[config.mk]
export PLATFORM = sky130hd
export DESIGN_NAME = seg_xlate_unit
export DESIGN_NICKNAME = d
export VERILOG_FILES = /design/src/rtl/sdt_pkg.sv /design/src/rtl/sdt_desc_table.sv /design/src/rtl/sdt_seg_regs.sv /design/src/rtl/sdt_check.sv /design/src/rtl/seg_xlate_unit.sv
export SDC_FILE = /design/constraint.sdc
export NUM_CORES = 1
export LEC_CHECK = 0
export BUFFER_PORTS_ARGS = -buffer_cell sky130_fd_sc_hd__buf_2
export CORE_UTILIZATION = 45
export CTS_BUF_LIST = sky130_fd_sc_hd__clkbuf_8
export DETAILED_ROUTE_END_ITERATION = 8
export HOLD_SLACK_MARGIN = 0.12
export SKIP_CTS_REPAIR_TIMING = 1
export SLEW_MARGIN = 20
export SYNTH_ARGS = -nofsm -noshare
export SYNTH_HDL_FRONTEND = slang
export SYNTH_HIERARCHICAL = 1
export SYNTH_SLANG_ARGS = --single-unit
[constraint.sdc]
create_clock -name clk -period 13.7 [get_ports clk]
set_input_delay 1.37 -clock clk [delete_from_list [all_inputs] [get_ports clk]]
set_output_delay 1.37 -clock clk [all_outputs]
set_load 0.02 [all_outputs]
[src/rtl/sdt_pkg.sv]
// Shared constants, codes and the decoded descriptor type for the
// segment descriptor translation unit. Assumes a 64-bit descriptor word.
package sdt_pkg;
    localparam int OFS_W  = 16;
    localparam int BASE_W = 24;
    localparam int LIM_W  = 16;
    localparam int PL_W   = 2;
    localparam int SEL_W  = 16;
    localparam int DESC_W = 64;
    localparam int TBL_N  = 8;
    localparam int IDX_W  = $clog2(TBL_N);
    localparam int SEG_N  = 4;
    localparam int SEG_W  = $clog2(SEG_N);
    localparam int LIM_LO  = 0;
    localparam int BASE_LO = LIM_LO + LIM_W;
    localparam int PL_LO   = BASE_LO + BASE_W;

    typedef enum logic [1:0] {SEG_EXTRA = 2'd0, SEG_CODE = 2'd1,
                              SEG_STACK = 2'd2, SEG_DATA = 2'd3} seg_id_e;
    typedef enum logic [1:0] {ACC_FETCH = 2'd0, ACC_READ = 2'd1,
                              ACC_WRITE = 2'd2, ACC_STACK = 2'd3} acc_kind_e;
    typedef enum logic [1:0] {FLT_NONE = 2'd0, FLT_LIMIT = 2'd1,
                              FLT_PRIV = 2'd2, FLT_RSVD = 2'd3} fault_e;

    typedef struct packed {
        logic [BASE_W-1:0] base;
        logic [LIM_W-1:0]  limit;
        logic [PL_W-1:0]   dpl;
    } desc_t;
endpackage

[src/rtl/sdt_desc_table.sv]
// Descriptor table: TBL_N entries kept in decoded form (reserved bits
// dropped), one write port and two combinational read ports.
// Assumes writes are visible to reads from the next cycle on.
module sdt_desc_table
    import sdt_pkg::*;
(
    input  logic               clk,
    input  logic               rst_n,
    input  logic               we,
    input  logic [IDX_W-1:0]   widx,
    input  logic [DESC_W-1:0]  wdata,
    input  logic [IDX_W-1:0]   ridx_acc,
    input  logic [IDX_W-1:0]   ridx_code,
    output desc_t              rd_acc,
    output desc_t              rd_code
);
    desc_t entry_q [TBL_N];
    desc_t wr_dec;
    logic  unused_rsvd;

    // Split the incoming word into its fields
    always_comb begin
        wr_dec.limit = wdata[LIM_LO +: LIM_W];
        wr_dec.base  = wdata[BASE_LO +: BASE_W];
        wr_dec.dpl   = wdata[PL_LO +: PL_W];
    end
    assign unused_rsvd = ^wdata[DESC_W-1:PL_LO+PL_W];

    // One storage register per entry
    for (genvar g = 0; g < TBL_N; g++) begin : g_entry
        always_ff @(posedge clk) begin
            if (!rst_n)
                entry_q[g] <= '0;
            else if (we && widx == IDX_W'(g))
                entry_q[g] <= wr_dec;
        end
    end

    // Read ports
    assign rd_acc  = entry_q[ridx_acc];
    assign rd_code = entry_q[ridx_code];

    p_write_lands_r5: assert property (@(posedge clk) disable iff (!rst_n)
        we |=> entry_q[$past(widx)].limit == $past(wdata[LIM_LO +: LIM_W])
            && entry_q[$past(widx)].base == $past(wdata[BASE_LO +: BASE_W])
            && entry_q[$past(widx)].dpl == $past(wdata[PL_LO +: PL_W]));
endmodule

[src/rtl/sdt_seg_regs.sv]
// Segment register file and segment selection. Holds only the table
// index bits of each selector; picks the register from access kind and
// override, and always uses the code register for fetches.
module sdt_seg_regs
    import sdt_pkg::*;
(
    input  logic              clk,
    input  logic              rst_n,
    input  logic              we,
    input  logic [SEG_W-1:0]  wid,
    input  logic [SEL_W-1:0]  wdata,
    input  logic [1:0]        acc_kind,
    input  logic              ovr_en,
    input  logic [SEG_W-1:0]  ovr_seg,
    output logic [SEG_W-1:0]  acc_seg,
    output logic [IDX_W-1:0]  acc_idx,
    output logic [IDX_W-1:0]  code_idx
);
    logic [IDX_W-1:0] sel_q [SEG_N];
    logic unused_sel_hi;

    assign unused_sel_hi = ^wdata[SEL_W-1:IDX_W];

    // Selector registers, table index bits only
    for (genvar g = 0; g < SEG_N; g++) begin : g_seg
        always_ff @(posedge clk) begin
            if (!rst_n)
                sel_q[g] <= '0;
            else if (we && wid == SEG_W'(g))
                sel_q[g] <= wdata[IDX_W-1:0];
        end
    end

    // Pick the segment register for this access
    always_comb begin
        if (acc_kind == ACC_FETCH)
            acc_seg = SEG_CODE;
        else if (ovr_en)
            acc_seg = ovr_seg;
        else if (acc_kind == ACC_STACK)
            acc_seg = SEG_STACK;
        else
            acc_seg = SEG_DATA;
    end

    assign acc_idx  = sel_q[acc_seg];
    assign code_idx = sel_q[SEG_CODE];

    p_fetch_code_r3: assert property (@(posedge clk) disable iff (!rst_n)
        acc_kind == ACC_FETCH |-> acc_idx == code_idx);
    p_override_r3: assert property (@(posedge clk) disable iff (!rst_n)
        (ovr_en && acc_kind != ACC_FETCH) |-> acc_idx == sel_q[ovr_seg]);
endmodule

[src/rtl/sdt_check.sv]
// Limit and privilege check with address sum. Purely combinational.
// Assumes the limit check has priority over the privilege check.
module sdt_check
    import sdt_pkg::*;
(
    input  desc_t              desc,
    input  logic [PL_W-1:0]    cpl,
    input  logic [OFS_W-1:0]   ofs,
    output logic [1:0]         fault,
    output logic [BASE_W-1:0]  addr
);
    // Decide the fault and form the address
    always_comb begin
        fault = FLT_NONE;
        addr  = '0;
        if (LIM_W'(ofs) > desc.limit)
            fault = FLT_LIMIT;
        else if (cpl > desc.dpl)
            fault = FLT_PRIV;
        else
            addr = desc.base + BASE_W'(ofs);
    end
endmodule

[src/rtl/seg_xlate_unit.sv]
// Segment descriptor translation unit top. Selects a segment register,
// reads its descriptor, checks limit and privilege, and registers the
// result one cycle after the request.
module seg_xlate_unit
    import sdt_pkg::*;
(
    input  logic                clk,
    input  logic                rst_n,
    input  logic                desc_we,
    input  logic [IDX_W-1:0]    desc_idx,
    input  logic [DESC_W-1:0]   desc_wdata,
    input  logic                seg_we,
    input  logic [SEG_W-1:0]    seg_wid,
    input  logic [SEL_W-1:0]    seg_wdata,
    input  logic                acc_valid,
    input  logic [1:0]          acc_kind,
    input  logic                ovr_en,
    input  logic [SEG_W-1:0]    ovr_seg,
    input  logic [OFS_W-1:0]    acc_ofs,
    output logic                rsp_valid,
    output logic [BASE_W-1:0]   rsp_addr,
    output logic [1:0]          rsp_fault,
    output logic [PL_W-1:0]     cur_pl
);
    logic [SEG_W-1:0]  acc_seg;
    logic [IDX_W-1:0]  acc_idx;
    logic [IDX_W-1:0]  code_idx;
    desc_t             acc_desc;
    desc_t             code_desc;
    logic [1:0]        chk_fault;
    logic [BASE_W-1:0] chk_addr;
    logic              unused_seg;

    assign unused_seg = ^acc_seg;

    sdt_seg_regs i_seg (
        .clk(clk), .rst_n(rst_n), .we(seg_we), .wid(seg_wid),
        .wdata(seg_wdata), .acc_kind(acc_kind), .ovr_en(ovr_en),
        .ovr_seg(ovr_seg), .acc_seg(acc_seg), .acc_idx(acc_idx),
        .code_idx(code_idx)
    );

    sdt_desc_table i_tbl (
        .clk(clk), .rst_n(rst_n), .we(desc_we), .widx(desc_idx),
        .wdata(desc_wdata), .ridx_acc(acc_idx), .ridx_code(code_idx),
        .rd_acc(acc_desc), .rd_code(code_desc)
    );

    assign cur_pl = code_desc.dpl;

    sdt_check i_chk (
        .desc(acc_desc), .cpl(cur_pl), .ofs(acc_ofs),
        .fault(chk_fault), .addr(chk_addr)
    );

    // Response register
    always_ff @(posedge clk) begin
        if (!rst_n) begin
            rsp_valid <= 1'b0;
            rsp_addr  <= '0;
            rsp_fault <= FLT_NONE;
        end else begin
            rsp_valid <= acc_valid;
            rsp_addr  <= acc_valid ? chk_addr : '0;
            rsp_fault <= acc_valid ? chk_fault : FLT_NONE;
        end
    end

    p_resp_follows_r1: assert property (@(posedge clk) disable iff (!rst_n)
        acc_valid |=> rsp_valid);
    p_no_spurious_r1: assert property (@(posedge clk) disable iff (!rst_n)
        !acc_valid |=> !rsp_valid);
    p_fault_addr_zero_r9: assert property (@(posedge clk) disable iff (!rst_n)
        (rsp_valid && rsp_fault != FLT_NONE) |-> rsp_addr == '0);
    p_no_rsvd_fault_r7: assert property (@(posedge clk) disable iff (!rst_n)
        rsp_fault != FLT_RSVD);
    p_cpl_stable_r8: assert property (@(posedge clk) disable iff (!rst_n)
        (!desc_we && !seg_we) |=> $stable(cur_pl));
endmodule

== Yosys cells after proc, flatten, opt, wreduce, memory -nomap -nowiden ==
Memories as Yosys holds them, arrays and structs flattened.
Cells that the tools add are included.

* Register bits: 27
* Bits in writable memories: 348
* Input bits: 111
* Output and inout bits: 29
* Word-level logic and storage cells: 106
* Memories: 2

{| class="wikitable"
|+ Memory list
! memory !! words !! width !! read ports !! clocked after Yosys merged registers in !! write ports !! line !! source
|-
| i_tbl.entry_q || 8 || 42 || 2 || 0 || 8 || sdt_desc_table.sv:17 || <nowiki>desc_t entry_q [TBL_N];</nowiki>
|-
| i_seg.sel_q || 4 || 3 || 2 || 0 || 4 || sdt_seg_regs.sv:19 || <nowiki>logic [IDX_W-1:0] sel_q [SEG_N];</nowiki>
|}

* $add $sub $neg: 1
* $lt $le $gt $ge: 2
* Equality and inequality tests: 11
* Muxes and demuxes: 54
* Bitwise logic cells: 14
* Reduce and logical (&&, ||, !) cells: 18

{| class="wikitable"
|+ Operators by type and width
! kind !! number
|-
| 42-bit two-way mux || 8
|-
| 1-bit two-way mux || 39
|-
| 24-bit by 16-bit adder with 24-bit output || 1
|-
| 16-bit greater-than comparator || 1
|-
| 3-bit equality test, second input constant || 4
|-
| 1-bit logical AND || 12
|-
| 3-bit two-way mux || 4
|-
| 1-bit OR || 12
|-
| 2-bit equality test, second input constant || 3
|-
| 3-bit by 2-bit equality test with 1-bit output, second input constant || 2
|-
| 2-bit two-way mux || 3
|-
| 2-bit zero test || 2
|-
| 4-bit OR reduction || 1
|-
| 3-bit by 1-bit equality test with 1-bit output, second input constant || 1
|-
| 3-bit zero test || 1
|-
| 3-bit OR reduction || 1
|-
| 2-bit by 1-bit equality test with 1-bit output, second input constant || 1
|-
| 2-bit greater-than comparator || 1
|-
| 1-bit NOT || 2
|-
| 2-bit AND reduction || 1
|}

== Depth between registers and ports, before layout ==
An unclocked memory read counts as a cell.

* Depth after elaboration: 9
* Mapped depth: 18
* Gate-level depth less buffers: 15

== Cells and area by module ==
Netlist, hierarchy kept.

{| class="wikitable"
|+ By module, submodules not included
! module !! times used !! cells each !! area each (µm²) !! sequential area each (µm²)
|-
| sdt_desc_table || 1 || 1104 || 17327.9 || 10089.7
|-
| sdt_check || 1 || 230 || 1626.6 || 0.0
|-
| seg_xlate_unit || 1 || 58 || 752.0 || 540.5
|-
| sdt_seg_regs || 1 || 55 || 649.4 || 360.3
|}

== Worst setup path after synthesis ==
OpenSTA, ideal clock, no wires.

* Path kind: input to register
* Start point: input desc_idx[0]
* End point: memory i_tbl/entry_q[0][0] in the netlist's numbering, enable pin
* Setup time: 500 ps
* Data arrival time: 4975 ps
* Required time: 13200 ps
* Slack: 8225 ps
* Stages: 4
* Path buffers: 2
* Cells stage by stage: or2_2 clkbuf_1 clkbuf_1 o21ai_0

{| class="wikitable"
|+ RTL lines
! item !! line !! source
|-
| from (decl) || seg_xlate_unit.sv:10 || <nowiki>input logic [IDX_W-1:0] desc_idx,</nowiki>
|-
| to (decl) || sdt_desc_table.sv:17 ||
|}

==> results.md <==
* Fin. Hold Viols at 0
* TritonCTS clock tree: built
* Drt wl/cell at ~23 µm
* Post-Syn Nets at 1456
* Seq pwr share at 0.458
* Startpoint types: input pin
* Hold slack final at roughly 1.1 ns
* Area growth syn-to-layout at 12.2%
* Fin cells at ~2000
* Setup CP Type: input pin to register
* Synthesized area at roughly 18000 µm²
* Placed insts at 1839
* First-pass GRT wire length at roughly 69000 µm
* Worst Reg-to-Reg Cells at 15
* Die extent in x at 202 µm
* Worst-margin pin slew at 1.08 ns
* Initial DRC Count at 915
* Number of routed nets with antenna violations at 0
* Comb power frac at 0.219
* Via-per-instance ratio at a little under 6
* Max Cap Viol at 0
* Sw Share at 0.287
* CTS H-tree lvls at 2
* YS warnings at 6
* Drt drc at 0
* Reg-to-reg critical path startpoint: i_seg/sel_q[1][0]
* IO buf count at between 100 and 150
* Min-delay src: seg_wdata[1]
* CP required at 14.27 ns
* Post-layout min period at approximately 6.6 ns
* HP Class: input pin to register
* Power, Total at 2.95 mW
* Hpwl dp at around 25000 µm
* RSZ-0062 raised after global routing: no
* I/O pin cnt at 140
* Vias in the first global route at around 12000
* Clk slew on worst S/H paths at 0.06 ns
* DP Area at ~19000 µm²
* Root Driver: clkbuf_8
* Cell-internal power at roughly 2.1 mW
* Leak Pwr at between 6 and 7 nW
* ANT cells at 0
* Antenna violations before repair at 0
* Met1 wire length at slightly below 20000 µm
* Syn Inst Count at approximately 1300
* TritonCTS Buffers at 60
* Clock Path Buffers at 3
* Top Layer Used: met4
* Clk_lat worst skew at 0.64 ns
* Fraction of layout cells with a size suffix above 1 at 0.263
* Die height at 202 µm
* Largest net degree at the start of global routing at 92
* Crit Path Max Fanout at 46
* Final Cell Area at 20200 µm²
* VDD IR max at between 0.08 and 0.09 mV
* Worst EP arrival at around 7.2 ns
* R2R Path End: rsp_addr[22]
* Clock power share at 0.323
* Hold endpoint: i_seg/sel_q[1][1]
* Cell Pwr Density at roughly 150 nW/µm²
* RD Place Congestion at approximately 0.86
* Final Skew at between 0.015 and 0.02 ns
* Std-Cell Rows at 72
* Critical Path Sink Type: register
* Max Freq at ~150 MHz
* Routed wl met2 at about 21000 µm
* Starting Density at 0.462
* Outcome: complete, no violations
* WHS Path Cells at 2
* Slew Limit Fails at 0
* Drt first pass iters at 5
* Synth Area per Inst at ~14 µm²
* Routed via count at approximately 11000
* Switch Pwr at about 0.85 mW
* GR Util All Layers at 0.223
* Setup violations, final at 0
* R2R setup slack at between 7 and 8 ns
* Detailed-route wire length at between 40000 and 50000 µm
* Sink Count at about 380
* # nets final at roughly 1500
* Met3 wire len at between 2000 and 3000 µm
* Slew HR at 0.282
* Core ar. at ~39000 µm²
* Grt ovf at 0
* Period utilization at 0.483
* Setup TNS Final at 0 ns
* DIE AREA at between 40000 and 50000 µm²
registers in the layout, summed over array words and instances (netlist names):
name           count
i_seg/sel_q       12
rsp_valid          1
rsp_fault          2
rsp_addr          24
i_tbl/entry_q    336
layout by cell type, fill, tap and decap left out, drive strengths merged, types with 9 or more instances in the layout:
cell	count
buf	127
mux2i	9
xnor2	9
clkinv	68
nand2	17
edfxtp	348
nor3	348
and2	15
inv	40
clkbuf	68
dfxtp	27
nor2	25
a21oi	22
and3	31
ha	34
o21ai	23
mux2	44
mux4	88
stage by stage:
stage / setup WS (ns) / util
after floorplan: 8.23 / -
after global placement: 6.33 / 0.486
after detailed placement: 6.31 / 0.486
after CTS: 6.99 / 0.517
after global routing: 6.68 / 0.518
final: 7.08 / 0.518
per-layer routing:
| layer | GRT usage | up-vias |
|---|---|---|
| met4 | 0.0693 | 0 |
| li1 | - | 5238 |
| met5 | 0 | - |
| met2 | 0.355 | 396 |
| met3 | 0.0392 | 56 |
| met1 | 0.311 | 5727 |
worst max-delay path by stage:
stage / from / end / slack, ns
6_report: ovr_seg[0] / rsp_addr[22] / 7.08
5_1_grt: ovr_seg[0] / rsp_addr[22] / 6.68
4_1_cts: ovr_seg[0] / rsp_addr[22] / 6.99
3_5_place_dp: ovr_seg[0] / rsp_addr[22] / 6.31
3_3_place_gp: ovr_seg[0] / rsp_addr[22] / 6.33
2_1_floorplan: desc_idx[0] / i_tbl/entry_q[0][0] / 8.23
area by class of cell:
type | count | area, µm²
clock buffers | 68 | 936
clock inverters | 46 | 273
fillers | 3343 | 18800
inverters | 68 | 255
multi-input cells | 752 | 6390
flip-flops and latches | 375 | 11000
well taps | 518 | 648
repair buffers | 127 | 709
power groups by stage:
stage,logic (mW),clock network [mW],registers (mW)
floorplan,0.455,0,1.39
detailed placement,0.644,0,1.38
finish,0.646,0.954,1.35
global route,0.705,1.02,1.36
global placement,0.640,0,1.37
CTS,0.647,0.976,1.35
critical path: stages:
cell and delay [ns]:
buf_2 0.09, and2b_1 0.19, a21oi_1 0.05, o21ai_2 0.37, mux2i_4 0.29, buf_4 0.78
buf_4 0.80, mux4_2 0.60, mux2_2 0.31, ha_1 0.23, fa_1 0.41, a21o_1 0.19
a221o_2 0.42, a311oi_4 0.37, nor3_2 0.12, a31o_1 0.24, a21oi_2 0.11, and3_2 0.17
No activity file was read; power rests on OpenSTA's default activity.
